[src/rtl/rtr_pkg.sv]
package rtr_pkg;
    localparam int RTR_LANES     = 4;
    localparam int RTR_PORTS     = 2;
    localparam int RTR_BANKS     = 4;
    localparam int RTR_DATA_W    = 64;
    localparam int RTR_IDX_W     = 7;
    localparam int RTR_SEL_W     = $clog2(RTR_BANKS);
    localparam int RTR_ENTRY_W   = RTR_IDX_W - RTR_SEL_W;
endpackage

[src/rtl/rtr_bank_pick.sv]
module rtr_bank_pick #(
    parameter int NUM_OPS = 8,
    parameter int IDX_W   = 7,
    parameter int SEL_W   = 2,
    parameter int BANK_ID = 0,
    localparam int ENTRY_W = IDX_W - SEL_W
) (
    input  logic [NUM_OPS*IDX_W-1:0] req_idx,
    output logic                     rd_en,
    output logic [ENTRY_W-1:0]       rd_entry,
    output logic                     clash
);
    always_comb begin
        logic [IDX_W-1:0] idx;
        rd_en    = 1'b0;
        rd_entry = '0;
        clash    = 1'b0;
        for (int k = 0; k < NUM_OPS; k++) begin
            idx = req_idx[k*IDX_W +: IDX_W];
            if (idx != '0 && idx[IDX_W-1 -: SEL_W] == SEL_W'(BANK_ID)) begin
                if (!rd_en) begin
                    rd_en    = 1'b1;
                    rd_entry = idx[ENTRY_W-1:0];
                end else if (idx[ENTRY_W-1:0] != rd_entry) begin
                    clash = 1'b1;
                end
            end
        end
    end
endmodule

[src/rtl/rtr_opnd_mux.sv]
module rtr_opnd_mux #(
    parameter int DATA_W    = 64,
    parameter int IDX_W     = 7,
    parameter int NUM_BANKS = 4,
    localparam int SEL_W    = $clog2(NUM_BANKS)
) (
    input  logic [NUM_BANKS*DATA_W-1:0] bank_data,
    input  logic [IDX_W-1:0]            idx,
    output logic [DATA_W-1:0]           opnd
);
    logic [SEL_W-1:0] sel;
    assign sel = idx[IDX_W-1 -: SEL_W];

    always_comb begin
        if (idx == '0) opnd = '0;
        else           opnd = bank_data[int'(sel)*DATA_W +: DATA_W];
    end
endmodule

[src/rtl/banked_operand_router.sv]
module banked_operand_router
    import rtr_pkg::*;
#(
    parameter int NUM_LANES = RTR_LANES,
    parameter int PORTS     = RTR_PORTS,
    parameter int NUM_BANKS = RTR_BANKS,
    parameter int DATA_W    = RTR_DATA_W,
    parameter int IDX_W     = RTR_IDX_W,
    parameter bit REG_OUT   = 1'b1,
    localparam int NUM_OPS  = NUM_LANES * PORTS,
    localparam int SEL_W    = $clog2(NUM_BANKS),
    localparam int ENTRY_W  = IDX_W - SEL_W
) (
    input  logic                          clk,
    input  logic                          rst_n,
    input  logic [NUM_OPS*IDX_W-1:0]      req_idx,
    input  logic [NUM_BANKS*DATA_W-1:0]   bank_rd_data,
    output logic [NUM_BANKS-1:0]          bank_rd_en,
    output logic [NUM_BANKS*ENTRY_W-1:0]  bank_rd_entry,
    output logic [NUM_OPS*DATA_W-1:0]     opnd,
    output logic                          conflict
);
    logic [NUM_BANKS-1:0]      bank_clash;
    logic [NUM_OPS*DATA_W-1:0] opnd_c;
    logic                      conflict_c;

    for (genvar b = 0; b < NUM_BANKS; b++) begin : g_bank
        rtr_bank_pick #(
            .NUM_OPS (NUM_OPS),
            .IDX_W   (IDX_W),
            .SEL_W   (SEL_W),
            .BANK_ID (b)
        ) u_pick (
            .req_idx  (req_idx),
            .rd_en    (bank_rd_en[b]),
            .rd_entry (bank_rd_entry[b*ENTRY_W +: ENTRY_W]),
            .clash    (bank_clash[b])
        );
    end

    for (genvar k = 0; k < NUM_OPS; k++) begin : g_op
        rtr_opnd_mux #(
            .DATA_W    (DATA_W),
            .IDX_W     (IDX_W),
            .NUM_BANKS (NUM_BANKS)
        ) u_mux (
            .bank_data (bank_rd_data),
            .idx       (req_idx[k*IDX_W +: IDX_W]),
            .opnd      (opnd_c[k*DATA_W +: DATA_W])
        );
    end

    assign conflict_c = |bank_clash;

    if (REG_OUT) begin : g_reg
        always_ff @(posedge clk) begin
            if (!rst_n) begin
                opnd     <= '0;
                conflict <= 1'b0;
            end else begin
                opnd     <= opnd_c;
                conflict <= conflict_c;
            end
        end


        idle_no_conflict_chk: assert property (@(posedge clk) disable iff (!rst_n)
            (req_idx == '0) |=> !conflict);

        for (genvar k = 0; k < NUM_OPS; k++) begin : g_chk

            zero_reg_chk: assert property (@(posedge clk) disable iff (!rst_n)
                (req_idx[k*IDX_W +: IDX_W] == '0) |=> (opnd[k*DATA_W +: DATA_W] == '0));
            if (k > 0) begin : g_pair

                same_idx_same_data_chk: assert property (@(posedge clk) disable iff (!rst_n)
                    (req_idx[k*IDX_W +: IDX_W] == req_idx[IDX_W-1:0])
                    |=> (opnd[k*DATA_W +: DATA_W] == opnd[DATA_W-1:0]));
            end
        end
    end else begin : g_comb
        assign opnd     = opnd_c;
        assign conflict = conflict_c;
    end


    idle_no_read_chk: assert property (@(posedge clk) disable iff (!rst_n)
        (req_idx == '0) |-> (bank_rd_en == '0));

    for (genvar b = 0; b < NUM_BANKS; b++) begin : g_bchk

        unused_bank_entry_chk: assert property (@(posedge clk) disable iff (!rst_n)
            !bank_rd_en[b] |-> (bank_rd_entry[b*ENTRY_W +: ENTRY_W] == '0));
    end
endmodule

[config.mk]
export PLATFORM = sky130hd
export DESIGN_NAME = banked_operand_router
export DESIGN_NICKNAME = d
export VERILOG_FILES = /design/src/rtl/rtr_pkg.sv /design/src/rtl/rtr_bank_pick.sv /design/src/rtl/rtr_opnd_mux.sv /design/src/rtl/banked_operand_router.sv
export SDC_FILE = /design/constraint.sdc
export NUM_CORES = 1
export LEC_CHECK = 0
export ABC_AREA = 1
export BUFFER_PORTS_ARGS = -buffer_cell sky130_fd_sc_hd__buf_2
export CORE_AREA = 4 4 330 332
export CTS_BUF_LIST = sky130_fd_sc_hd__clkbuf_4
export DETAILED_ROUTE_END_ITERATION = 8
export DIE_AREA = 0 0 334 336
export REMOVE_ABC_BUFFERS = 1
export SETUP_SLACK_MARGIN = 0.15
export SLEW_MARGIN = 20
export SYNTH_ARGS = -nofsm -noshare
export SYNTH_HDL_FRONTEND = slang
export SYNTH_SLANG_ARGS = --single-unit
[constraint.sdc]
create_clock -name clk -period 6.69 [get_ports clk]
set_input_delay 1.0035 -clock clk [delete_from_list [all_inputs] [get_ports clk]]
set_output_delay 1.0035 -clock clk [all_outputs]
set_load 0.05 [all_outputs]
==> results.md <==
- Yosys top cell by area: dfxtp_1
- Top Ports: 851
- Initial DRC count: 4885
- Met3 usage: 9.87%
- Power Density: 282 nW/um^2
- CTS-repair resized insts: 0
- CP Capture Point: bank_rd_entry[4]
- Hold WS: 307 ps
- Fraction of layout cells with a size suffix above 1: 30.3%
- Post-route ant nets: 0
- Post-Place Cells: 5484
- Grt peak-use layer: met2
- Die X: 334 um
- Fin nets: 4543
- Total power: 0.00955 W
- Worst Hold Class: in -> reg
- Netlist cell types: 36
- HPWL Detailed: 115000 um
- Clock Pin Slew Worst Setup and Hold Paths: 70 ps
- CTS tree: built
- Placed inst area: 31800 um^2
- Vias per inst: 5.98
- Count leader, synth: nor2_1
- RSZ-0062 raised after global routing: no
- Initial antenna violation count: 31
- Setup-failing EPs final: 0
- Setup tns final: 0 ps
- Top cell type's share of synthesized area: 38.4%
- Worst rel slew slack: 20.3%
- Post-Layout Cell Count: 5768
- Area Growth Syn to Fin: 26.4%
- Critical path type: in -> out
- Syn Area/Cell: 7.46 um^2
- H-tree levels: 4
- Achievable Freq: 203 MHz
- Sink Count: 513
- Vias in the first global route: 33300
- Largest net degree at the start of global routing: 65
- Final min period: 4930 ps
- DR vias: 34500
- Top FF cell, synth: dfxtp_1
- Number of synthesized flops with an enable pin: 0
- Clock tree buffer depth: 3
- CTS root buf: clkbuf_4
- Worst setup SP type: input pin
- DRC: 0
- Initial core utilization: 25.2%
- Final Cycle Share: 73.7%
- # port buffers: 850
- Pins over their slew limit: 0
- Total Die Area: 112000 um^2
- Critical Path End Type: output port
- Maximum VDD drop: 0.138 mV
- M1 GR Usage: 35.1%
- Hold_buf cts: 0
- FILL cells: 11700
- Synth top area cells: dfxtp_1, a221oi_1, o22ai_1
- Seq/Total Area, Yosys: 38.4%
- #FFs+latches synth: 513
- Status: completed
- Total gr overflow: 0
- Global placement routability congestion: 0.961
- Pleak: 15.4 nW
- Wirelength per Cell: 29.5 um
- Die height: 336 um
- Critical Path RT: 5690 ps
- First-pass GRT wire length: 236000 um
- Crit path max fanout: 43
- First drt pass iteration count: 7
- # Post-CTS Setup Buffers: 0
- Critical Path Source: req_idx[5]
- CORE AREA: 106000 um^2
- Async SR Flop Fraction: 0%
- Post-Syn Area: 26800 um^2
- Max cap viols: 0
- Met2 Use GR: 43.4%
- Tightest Pin Transition: 1200 ps
- Post-route cell area: 33800 um^2
- Row cnt: 120
- Num CTS Buffers: 146
- Critical Path AT: 3930 ps
- Syn. warnings: 0
- Final Hold Vio Count: 0
- Drt total wl: 170000 um
- Commonest cells in the netlist: nor2_1, dfxtp_1, a221oi_1, o22ai_1, nand2_1
- Synth Instances: 3588
- GRT Resource Usage Total: 28.6%
sequential cells by signal, summed over array words and instances (netlist names):
signal / cells
conflict: 1
opnd: 512
logic make-up (layout without fill, tap and decap cells):
kind of cell | after synthesis | after routing | share of synthesized area [%]
AND/OR/NAND/NOR | 1209 | 1209 | 18.5
flip-flops | 513 | 513 | 38.4
other | 0 | 24 | 0
XOR/XNOR | 64 | 64 | 2.09
AO/OA/AOI/OAI | 1122 | 1122 | 30.9
buffers and inverters | 680 | 1433 | 10.2
metrics by stage:
stage / utilization (%) / worst slack [ps]
after floorplan: - / 220
after global placement: 29.9 / 1840
after detailed placement: 29.9 / 1830
after CTS: 31.8 / 1820
after global routing: 31.8 / 1640
final: 31.8 / 1760
layout make-up:
cell class / instances / area [um^2] / area share (%)
antenna: 24 / 60.1 / 0.177
clock buffer: 207 / 1550 / 4.59
clock inverter: 53 / 400 / 1.18
inverter: 261 / 1070 / 3.17
multi-input combinational: 2395 / 14000 / 41.4
sequential: 513 / 10300 / 30.3
tap: 1403 / 1760 / 5.19
timing repair buffer: 912 / 4730 / 14.0
where the power goes:
group / internal (W) / total (W) / switching (W)
Clock: 0.00164 / 0.00319 / 0.00155
Combinational: 0.000684 / 0.00297 / 0.00229
Sequential: 0.00329 / 0.00339 / 0.0000998
layer usage:
metal  vias to the layer above  wire, um
met5                         -        13
met4                         2     11100
met3                       676     22900
met2                      3088     72600
met1                     16300     63600
li1                      14400         -
how the worst min path moves through the flow:
| stage | startpoint | cells past startpoint | to | slack, ps |
|---|---|---|---|---|
| final | bank_rd_data[112] | 3 | opnd[496] | 310 |
| after global routing | bank_rd_data[107] | 3 | opnd[171] | 180 |
| after CTS | bank_rd_data[107] | 3 | opnd[171] | 140 |
| after detailed placement | bank_rd_data[86] | 3 | opnd[406] | 1370 |
| after global placement | bank_rd_data[65] | 3 | opnd[193] | 1360 |
| after floorplan | rst_n | 2 | conflict | 1100 |
critical path, stage by stage:
cell and delay [ps]:
buf_2 190, nor2_4 120, buf_4 570, o21ai_4 290, nand3_1 280, nor2_1 80
nor2_1 150, nand2_1 150, nor2_1 310, nand2_1 140, nor2_1 260, o21ai_0 160
buf_2 240
cell usage in the layout (no fill, tap or decap), types with 3 or more instances in the layout:
| cell | n |
|---|---|
| nor2_1 | 678 |
| nand4_1 | 15 |
| a21oi_1 | 10 |
| nand2_4 | 17 |
| xor2_1 | 64 |
| a221oi_1 | 512 |
| o21ai_0 | 49 |
| inv_6 | 6 |
| o22ai_1 | 512 |
| buf_2 | 850 |
| nor2_4 | 22 |
| inv_2 | 8 |
| buf_4 | 61 |
| o21ai_1 | 14 |
| a21oi_2 | 4 |
| nand3_1 | 85 |
| o21bai_1 | 8 |
| o211ai_1 | 3 |
| nor2_2 | 23 |
| dfxtp_1 | 513 |
| bufinv_16 | 5 |
| nand2_2 | 10 |
| o21ai_2 | 4 |
| clkinv_1 | 35 |
| nand2_1 | 343 |
| diode_2 | 24 |
| clkbuf_4 | 207 |
| o21ai_4 | 3 |
| nor3_1 | 9 |
| inv_1 | 175 |
| clkinv_2 | 80 |
(Power assumes the default switching activity.)
